[config.mk]
export PLATFORM = sky130hd
export DESIGN_NAME = synth_i2c_regs
export DESIGN_NICKNAME = d
export VERILOG_FILES = /design/src/rtl/synth_i2c_pkg.sv /design/src/rtl/sic_line_cond.sv /design/src/rtl/sic_regbank.sv /design/src/rtl/synth_i2c_regs.sv
export SDC_FILE = /design/constraint.sdc
export NUM_CORES = 1
export LEC_CHECK = 0
export BUFFER_PORTS_ARGS = -buffer_cell sky130_fd_sc_hd__buf_4
export CAP_MARGIN = 20
export CORE_MARGIN = 2
export CORE_UTILIZATION = 35
export DETAILED_ROUTE_END_ITERATION = 10
export GPL_ROUTABILITY_DRIVEN = 0
export PLACE_DENSITY_LB_ADDON = 0.25
export SYNTH_ARGS = -nofsm -noshare
export SYNTH_HDL_FRONTEND = slang
export SYNTH_SLANG_ARGS = --single-unit
[constraint.sdc]
create_clock -name clk -period 2.69 [get_ports clk]
set_input_delay 0.1345 -clock clk [delete_from_list [all_inputs] [get_ports clk]]
set_output_delay 0.1345 -clock clk [all_outputs]
set_load 0.02 [all_outputs]
[src/rtl/synth_i2c_pkg.sv]
package synth_i2c_pkg;

    typedef enum logic [2:0] {
        ST_IDLE,
        ST_ADDR,
        ST_ADDR_ACK,
        ST_WR_DATA,
        ST_WR_ACK,
        ST_RD_DATA,
        ST_RD_ACK,
        ST_HOLD
    } bus_state_e;

    typedef enum logic [2:0] {
        SL_LEAD,
        SL_DIV_LO,
        SL_CTRL,
        SL_BAND,
        SL_DONE
    } byte_slot_e;

    localparam logic [4:0] ADDR_PREFIX = 5'b11000;

    typedef struct packed {
        logic       cp;
        logic [2:0] test;
        logic [1:0] rs;
        logic       amp_off;
    } ctrl_t;

    localparam ctrl_t CTRL_RESET = '{cp: 1'b1, test: 3'b000, rs: 2'b00, amp_off: 1'b0};

endpackage

[src/rtl/sic_line_cond.sv]
module sic_line_cond #(
    parameter int SYNC_STAGES = 2
) (
    input  logic clk,
    input  logic rst_n,
    input  logic scl_in,
    input  logic sda_in,
    output logic scl_q,
    output logic sda_q,
    output logic scl_rise,
    output logic scl_fall,
    output logic start_det,
    output logic stop_det
);
    localparam int TOP = SYNC_STAGES - 1;

    logic [TOP:0] scl_sync;
    logic [TOP:0] sda_sync;
    logic         scl_p;
    logic         sda_p;

    always_ff @(posedge clk or negedge rst_n) begin
        if (!rst_n) begin
            scl_sync <= '1;
            sda_sync <= '1;
            scl_p    <= 1'b1;
            sda_p    <= 1'b1;
        end else begin
            scl_sync <= {scl_sync[TOP-1:0], scl_in};
            sda_sync <= {sda_sync[TOP-1:0], sda_in};
            scl_p    <= scl_sync[TOP];
            sda_p    <= sda_sync[TOP];
        end
    end

    assign scl_q     = scl_sync[TOP];
    assign sda_q     = sda_sync[TOP];
    assign scl_rise  = scl_q & ~scl_p;
    assign scl_fall  = ~scl_q & scl_p;
    assign start_det = scl_q & scl_p & sda_p & ~sda_q;
    assign stop_det  = scl_q & scl_p & ~sda_p & sda_q;

endmodule

[src/rtl/sic_regbank.sv]
module sic_regbank
    import synth_i2c_pkg::*;
#(
    parameter int DIV_W  = 15,
    parameter int BAND_W = 4
) (
    input  logic              clk,
    input  logic              rst_n,
    input  logic              txn_start,
    input  logic              wr_pulse,
    input  logic [7:0]        wr_byte,
    output logic [DIV_W-1:0]  div_q,
    output ctrl_t             ctrl_q,
    output logic [BAND_W-1:0] band_q
);
    localparam int HI_W = DIV_W - 8;

    byte_slot_e      slot_q, slot_d;
    logic [HI_W-1:0] hi_q;
    logic            take_hi, take_lo, take_ctrl, take_band;

    always_comb begin
        slot_d    = slot_q;
        take_hi   = 1'b0;
        take_lo   = 1'b0;
        take_ctrl = 1'b0;
        take_band = 1'b0;
        unique case (slot_q)
            SL_LEAD: begin
                if (wr_byte[7]) begin
                    take_ctrl = 1'b1;
                    slot_d    = SL_BAND;
                end else begin
                    take_hi = 1'b1;
                    slot_d  = SL_DIV_LO;
                end
            end
            SL_DIV_LO: begin
                take_lo = 1'b1;
                slot_d  = SL_CTRL;
            end
            SL_CTRL: begin
                take_ctrl = 1'b1;
                slot_d    = SL_BAND;
            end
            SL_BAND: begin
                take_band = 1'b1;
                slot_d    = SL_DONE;
            end
            SL_DONE: slot_d = SL_DONE;
            default: slot_d = SL_DONE;
        endcase
    end

    always_ff @(posedge clk or negedge rst_n) begin
        if (!rst_n) begin
            slot_q <= SL_LEAD;
            hi_q   <= '0;
            div_q  <= '0;
            ctrl_q <= CTRL_RESET;
            band_q <= '1;
        end else if (txn_start) begin
            slot_q <= SL_LEAD;
        end else if (wr_pulse) begin
            slot_q <= slot_d;
            if (take_hi)   hi_q   <= wr_byte[HI_W-1:0];
            if (take_lo)   div_q  <= {hi_q, wr_byte};
            if (take_ctrl) ctrl_q <= ctrl_t'(wr_byte[6:0]);
            if (take_band) band_q <= wr_byte[BAND_W-1:0];
        end
    end

    // divider moves only on the lower-divider byte commit
    a_r5_div_atomic: assert property (@(posedge clk) disable iff (!rst_n)
        !$stable(div_q) |-> $past(wr_pulse && !txn_start && slot_q == SL_DIV_LO));

    // once the band byte is in, extra bytes touch nothing
    a_r7_extra_ignored: assert property (@(posedge clk) disable iff (!rst_n)
        (wr_pulse && !txn_start && slot_q == SL_DONE) |=> $stable({div_q, ctrl_q, band_q}));

endmodule

[src/rtl/synth_i2c_regs.sv]
module synth_i2c_regs
    import synth_i2c_pkg::*;
#(
    parameter int DIV_W       = 15,
    parameter int BAND_W      = 4,
    parameter int SYNC_STAGES = 2
) (
    input  logic              clk,
    input  logic              rst_n,
    input  logic              scl_i,
    input  logic              sda_i,
    output logic              sda_oe,
    input  logic [1:0]        strap,
    input  logic [2:0]        adc_code,
    input  logic              lock_i,
    input  logic              acps_i,
    output logic [DIV_W-1:0]  div_ratio,
    output logic              cp_hi,
    output logic [2:0]        test_bits,
    output logic [1:0]        ref_sel,
    output logic              amp_off,
    output logic [BAND_W-1:0] band_sw
);
    localparam logic [3:0] BITS_PER_BYTE = 4'd8;
    localparam logic [3:0] LAST_TX_BIT   = 4'd7;

    logic scl_q, sda_q, scl_rise, scl_fall, start_det, stop_det;

    sic_line_cond #(.SYNC_STAGES(SYNC_STAGES)) u_cond (
        .clk(clk), .rst_n(rst_n), .scl_in(scl_i), .sda_in(sda_i),
        .scl_q(scl_q), .sda_q(sda_q), .scl_rise(scl_rise), .scl_fall(scl_fall),
        .start_det(start_det), .stop_det(stop_det)
    );

    bus_state_e state_q, state_d;
    logic [7:0] rx_sh;
    logic [7:0] tx_sh;
    logic [3:0] cnt_q;
    logic       mack_q;
    logic       por_q;
    logic       addr_hit;
    logic       wr_pulse;
    logic       txn_start;
    logic [7:0] status_byte;

    assign addr_hit    = (rx_sh[7:1] == {ADDR_PREFIX, strap});
    assign status_byte = {por_q, lock_i, acps_i, 2'b11, adc_code};

    // next state
    always_comb begin
        state_d = state_q;
        if (start_det) begin
            state_d = ST_ADDR;
        end else if (stop_det) begin
            state_d = ST_IDLE;
        end else begin
            unique case (state_q)
                ST_IDLE:     state_d = ST_IDLE;
                ST_ADDR:     if (scl_fall && cnt_q == BITS_PER_BYTE)
                                 state_d = addr_hit ? ST_ADDR_ACK : ST_HOLD;
                ST_ADDR_ACK: if (scl_fall)
                                 state_d = rx_sh[0] ? ST_RD_DATA : ST_WR_DATA;
                ST_WR_DATA:  if (scl_fall && cnt_q == BITS_PER_BYTE)
                                 state_d = ST_WR_ACK;
                ST_WR_ACK:   if (scl_fall) state_d = ST_WR_DATA;
                ST_RD_DATA:  if (scl_fall && cnt_q == LAST_TX_BIT)
                                 state_d = ST_RD_ACK;
                ST_RD_ACK: begin
                    if (scl_rise && sda_q)        state_d = ST_HOLD;
                    else if (scl_fall && mack_q)  state_d = ST_RD_DATA;
                end
                ST_HOLD:     state_d = ST_HOLD;
                default:     state_d = ST_IDLE;
            endcase
        end
    end

    // state register
    always_ff @(posedge clk or negedge rst_n) begin
        if (!rst_n) state_q <= ST_IDLE;
        else        state_q <= state_d;
    end

    // shift, count and flag datapath
    always_ff @(posedge clk or negedge rst_n) begin
        if (!rst_n) begin
            rx_sh  <= '0;
            tx_sh  <= '1;
            cnt_q  <= '0;
            mack_q <= 1'b0;
            por_q  <= 1'b1;
        end else begin
            if (state_d != state_q) begin
                cnt_q <= '0;
            end else if ((state_q == ST_ADDR || state_q == ST_WR_DATA) &&
                         scl_rise && cnt_q < BITS_PER_BYTE) begin
                rx_sh <= {rx_sh[6:0], sda_q};
                cnt_q <= cnt_q + 4'd1;
            end else if (state_q == ST_RD_DATA && scl_fall) begin
                tx_sh <= {tx_sh[6:0], 1'b1};
                cnt_q <= cnt_q + 4'd1;
            end
            if (state_d == ST_RD_DATA && state_q != ST_RD_DATA)
                tx_sh <= status_byte;
            if (state_d == ST_RD_ACK && state_q != ST_RD_ACK)
                mack_q <= 1'b0;
            if (state_q == ST_RD_ACK && scl_rise) begin
                mack_q <= ~sda_q;
                por_q  <= 1'b0;
            end
        end
    end

    // outputs
    always_comb begin
        sda_oe    = 1'b0;
        wr_pulse  = 1'b0;
        txn_start = 1'b0;
        unique case (state_q)
            ST_ADDR_ACK: begin
                sda_oe    = 1'b1;
                txn_start = scl_fall;
            end
            ST_WR_ACK: begin
                sda_oe   = 1'b1;
                wr_pulse = scl_fall & ~start_det & ~stop_det;
            end
            ST_RD_DATA: sda_oe = ~tx_sh[7];
            default:    sda_oe = 1'b0;
        endcase
    end

    ctrl_t ctrl_w;

    sic_regbank #(.DIV_W(DIV_W), .BAND_W(BAND_W)) u_regs (
        .clk(clk), .rst_n(rst_n), .txn_start(txn_start), .wr_pulse(wr_pulse),
        .wr_byte(rx_sh), .div_q(div_ratio), .ctrl_q(ctrl_w), .band_q(band_sw)
    );

    assign cp_hi     = ctrl_w.cp;
    assign test_bits = ctrl_w.test;
    assign ref_sel   = ctrl_w.rs;
    assign amp_off   = ctrl_w.amp_off;

    // the data line drive moves only while the clock line is low
    a_r12_oe_scl_low: assert property (@(posedge clk) disable iff (!rst_n)
        (!$stable(sda_oe) && !$past(start_det || stop_det)) |-> !scl_q);

    // a mismatched address is never acknowledged
    a_r2_no_ack_on_miss: assert property (@(posedge clk) disable iff (!rst_n)
        (state_q == ST_ADDR && scl_fall && cnt_q == BITS_PER_BYTE && !addr_hit &&
         !start_det && !stop_det) |=> !sda_oe);

    // the status flag drops after a byte has been read out
    a_r9_por_clears: assert property (@(posedge clk) disable iff (!rst_n)
        (state_q == ST_RD_ACK && scl_rise) |=> !por_q);

    // bit counter stays within one byte
    a_r11_cnt_bound: assert property (@(posedge clk) disable iff (!rst_n)
        cnt_q <= BITS_PER_BYTE);

endmodule

==> impl_metrics.tcl <==
set metrics [dict create \
    hp-start "adc_code[2]" \
    cp_max_fo 10 \
    drt_wl_total_um 6183 \
    setup_tns_ns 0 \
    period_share_pct 89.26 \
    syn_avg_cell_area_um2 12.40 \
    grt_start_max_net_pins 68 \
    setup_slack_ns 0.2889 \
    max_freq_mhz 416.5 \
    initial_core_util_pct 35.89 \
    grtUsageMet3_pct 3.006 \
    path_class "reg -> reg" \
    grt_pass1_wl_um 10560 \
    synth_nets 263 \
    cts_sinks 67 \
    arrival_ns 2.67 \
    leakagePower_nw 1.703 \
    ys_types 48 \
    setup_viol 0 \
    required_ns 2.95 \
    worstSetupStartpointType "flop" \
    dp_hpwl_um 4281 \
    power_density_mw_per_mm2 526.8 \
    use_met2_pct 20.97 \
    tightest_slew_ns 0.8263 \
    fin_worst_skew_ns 0.01001 \
    synth_top_area_share_pct 37.95 \
    row_count 34 \
    diodes 0 \
    synthAdderAreaFrac_pct 0.8074 \
    hold_violations 0 \
    grt_use_met1_pct 18.69 \
    post_cts_buffers 0 \
    syn2layout_area_growth_pct 20.71 \
    ant_nets 0 \
    synth_top_family_by_area "multiplexers" \
    synth-seq-cells 67 \
    outcome "finished, final reports clean" \
    wl_per_cell_um 15.01 \
    synth_top_cell_by_area "dfrtp_1" \
    clk_latency_ns 0.34 \
    grt-ovfl-total 0 \
    drt_first_pass_iters 4 \
    cts-root-buf "clkbuf_8" \
    busiest_layer "met2" \
    htree_num_levels 3 \
    fillers 846 \
    post-route-drc-count 0 \
    fin_util_pct 43.32 \
    synth_seq_area_share_pct 54.91 \
    r2r_slack_ns 0.29 \
    cts_tree "built" \
    io_pins 38 \
    yosysWarnings 0 \
    slew_viol_final 0 \
    core-area_mm2 0.008636 \
    via_per_inst 5.080 \
    drive_gt1_share_pct 44.08 \
    hold_depth 2 \
    grt_usage_pct 13.94 \
    cts_buffers 9 \
    syn_inst 250 \
    vias 2093 \
    r2r_end "tx_sh[6]$_DFFE_PN1P_" \
    first_iter_violations 180 \
    die_h_um 98.10 \
    die-area_mm2 0.009624 \
    slew_headroom_pct 44.91 \
    syn_area_mm2 0.003099 \
    first_global_vias 2111 \
    drv_cap 0 \
    layoutNonFillerInstCount 412 \
    worstRegToRegCells 6 \
    muxShareOfSynthArea_pct 17.32 \
    final_area_mm2 0.003741 \
    reg2reg_from "u_cond.scl_p$_DFF_PN1_" \
    die-width_um 98.10 \
    synth_compound_area_share_pct 9.689 \
    holdCritPathClass "in -> reg" \
    dp_cells 392 \
    synthTopCellsByArea "dfrtp_1 (38%), dfstp_2 (17%), mux2_2 (16%)" \
    nNetsFinal 312 \
    end_kind "flop" \
    yosys.area_share.simple_pct 12.68 \
    ir_drop_mv 0.2460 \
    antenna_found_initial 0 \
    post-place-ws_ns 0.2742 \
    place_area_mm2 0.003515 \
    period_needed_ns 2.401 \
    p_total_mw 1.971 \
    synth_xor_area_share_pct 2.261 \
    rsz0062_at_grt "false" \
    hold_end "tx_sh[2]$_DFFE_PN1P_" \
    port_buffers 37 \
    clk_pin_slew_ns 0.07 \
    cts_buffer_depth 2 \
    hold_slack_ns 0.03127 \
]
[cells in the mapped netlist, drive strengths merged]
cell	count
o221ai	2
a21boi	1
o311ai	2
o21ai	16
dfstp	20
a31oi	2
nor2	11
nand4bb	2
xor2	3
nor2b	1
or4b	1
o22ai	1
or4	2
o2111ai	1
inv	8
nand3	7
a21o	1
nor4	2
o32ai	1
nand2	16
o31ai	2
or3b	2
a311o	1
and2	4
ha	2
o211ai	2
dfrtp	47
mux2	45
clkbuf	4
nor3	5
a21oi	6
or3	1
xnor2	5
or2	1
nand2b	4
nand3b	7
buf	5
mux2i	3
o21a	1
o221a	2
a21bo	1
[how the worst max path moves through the flow]
stage	start	to	slack (ns)	cells after the start
floorplan	u_cond.scl_p$_DFF_PN1_	tx_sh[2]$_DFFE_PN1P_	0.41	7
global placement	u_cond.scl_p$_DFF_PN1_	tx_sh[2]$_DFFE_PN1P_	0.30	6
detailed placement	u_cond.scl_sync[1]$_DFF_PN1_	tx_sh[6]$_DFFE_PN1P_	0.27	6
CTS	u_cond.scl_sync[1]$_DFF_PN1_	tx_sh[6]$_DFFE_PN1P_	0.27	6
global route	state_q[2]$_DFF_PN0_	tx_sh[2]$_DFFE_PN1P_	0.11	6
finish	u_cond.scl_p$_DFF_PN1_	tx_sh[6]$_DFFE_PN1P_	0.29	6
[per-layer routing]
metal  vias to the layer above  part of all wire (%)
met2                        67                    46
met4                         0                   1.8
met1                      1018                    46
met3                         7                   6.1
met5                         -                     0
li1                       1001                     -
[worst max-delay path, cell delays in order, from the launching register on]
cell and delay [ns]:
dfstp_2 0.63, nand3b_1 0.13, o31ai_1 0.25, o221ai_2 0.17
nor3_2 0.51, mux2_2 0.40, mux2_2 0.26
[cells in the final DEF, fill, tap and decap left out, drive strengths merged, types with 2 or more instances in the layout]
master	n
dlygate4sd3	4
nor4	2
o221a	2
clkinv	2
mux2i	3
or4	2
ha	2
a21oi	6
o221ai	2
a31oi	2
xnor2	5
nor3	5
nand2b	4
dfrtp	47
clkbuf	12
xor2	3
nand3b	7
inv	8
mux2	45
o211ai	2
or3b	2
nand4bb	2
nor2	11
buf	43
o31ai	2
o311ai	2
nand3	7
and2	4
nand2	16
o21ai	16
dfstp	20
[area by class of cell]
class | count | area (µm²) | share of cell area, %
clock inverters | 4 | 51.30 | 1.371
clock buffers | 12 | 135.1 | 3.612
repair buffers | 47 | 362.8 | 9.699
inverters | 8 | 30.03 | 0.8027
flip-flops and latches | 67 | 1702 | 45.48
multi-input cells | 166 | 1325 | 35.42
well taps | 108 | 135.1 | 3.612
[sequential cells by signal, indices dropped and copies added, names as in the netlist]
signal,flops
mack_q,1
cnt_q,4
u_cond.scl_sync,2
tx_sh,8
por_q,1
rx_sh,8
u_cond.scl_p,1
u_regs.div_q,15
u_cond.sda_p,1
u_regs.hi_q,7
u_regs.slot_q,3
u_regs.band_q,4
u_regs.ctrl_q,7
state_q,3
u_cond.sda_sync,2
[power breakdown]
group	total, mW	switching, mW	internal, mW
Combinational	0.0946	0.0491	0.0455
Sequential	1.07	0.0256	1.05
Clock	0.803	0.373	0.429
[logic make-up (layout without fill, tap and decap cells)]
group / count (synthesis) / in the layout
AO/OA/AOI/OAI: 42 / 42
XOR/XNOR: 8 / 8
adder cells (fa/ha/maj): 2 / 2
buffers and inverters: 17 / 71
flip-flops: 67 / 67
multiplexers: 48 / 48
AND/OR/NAND/NOR: 66 / 66
[what timing repair did]
item	CTS	global route
gates resized for setup	0	0
hold endpoints to repair	50	0
hold buffers	4	0
No activity file was read; power rests on OpenSTA's default activity.
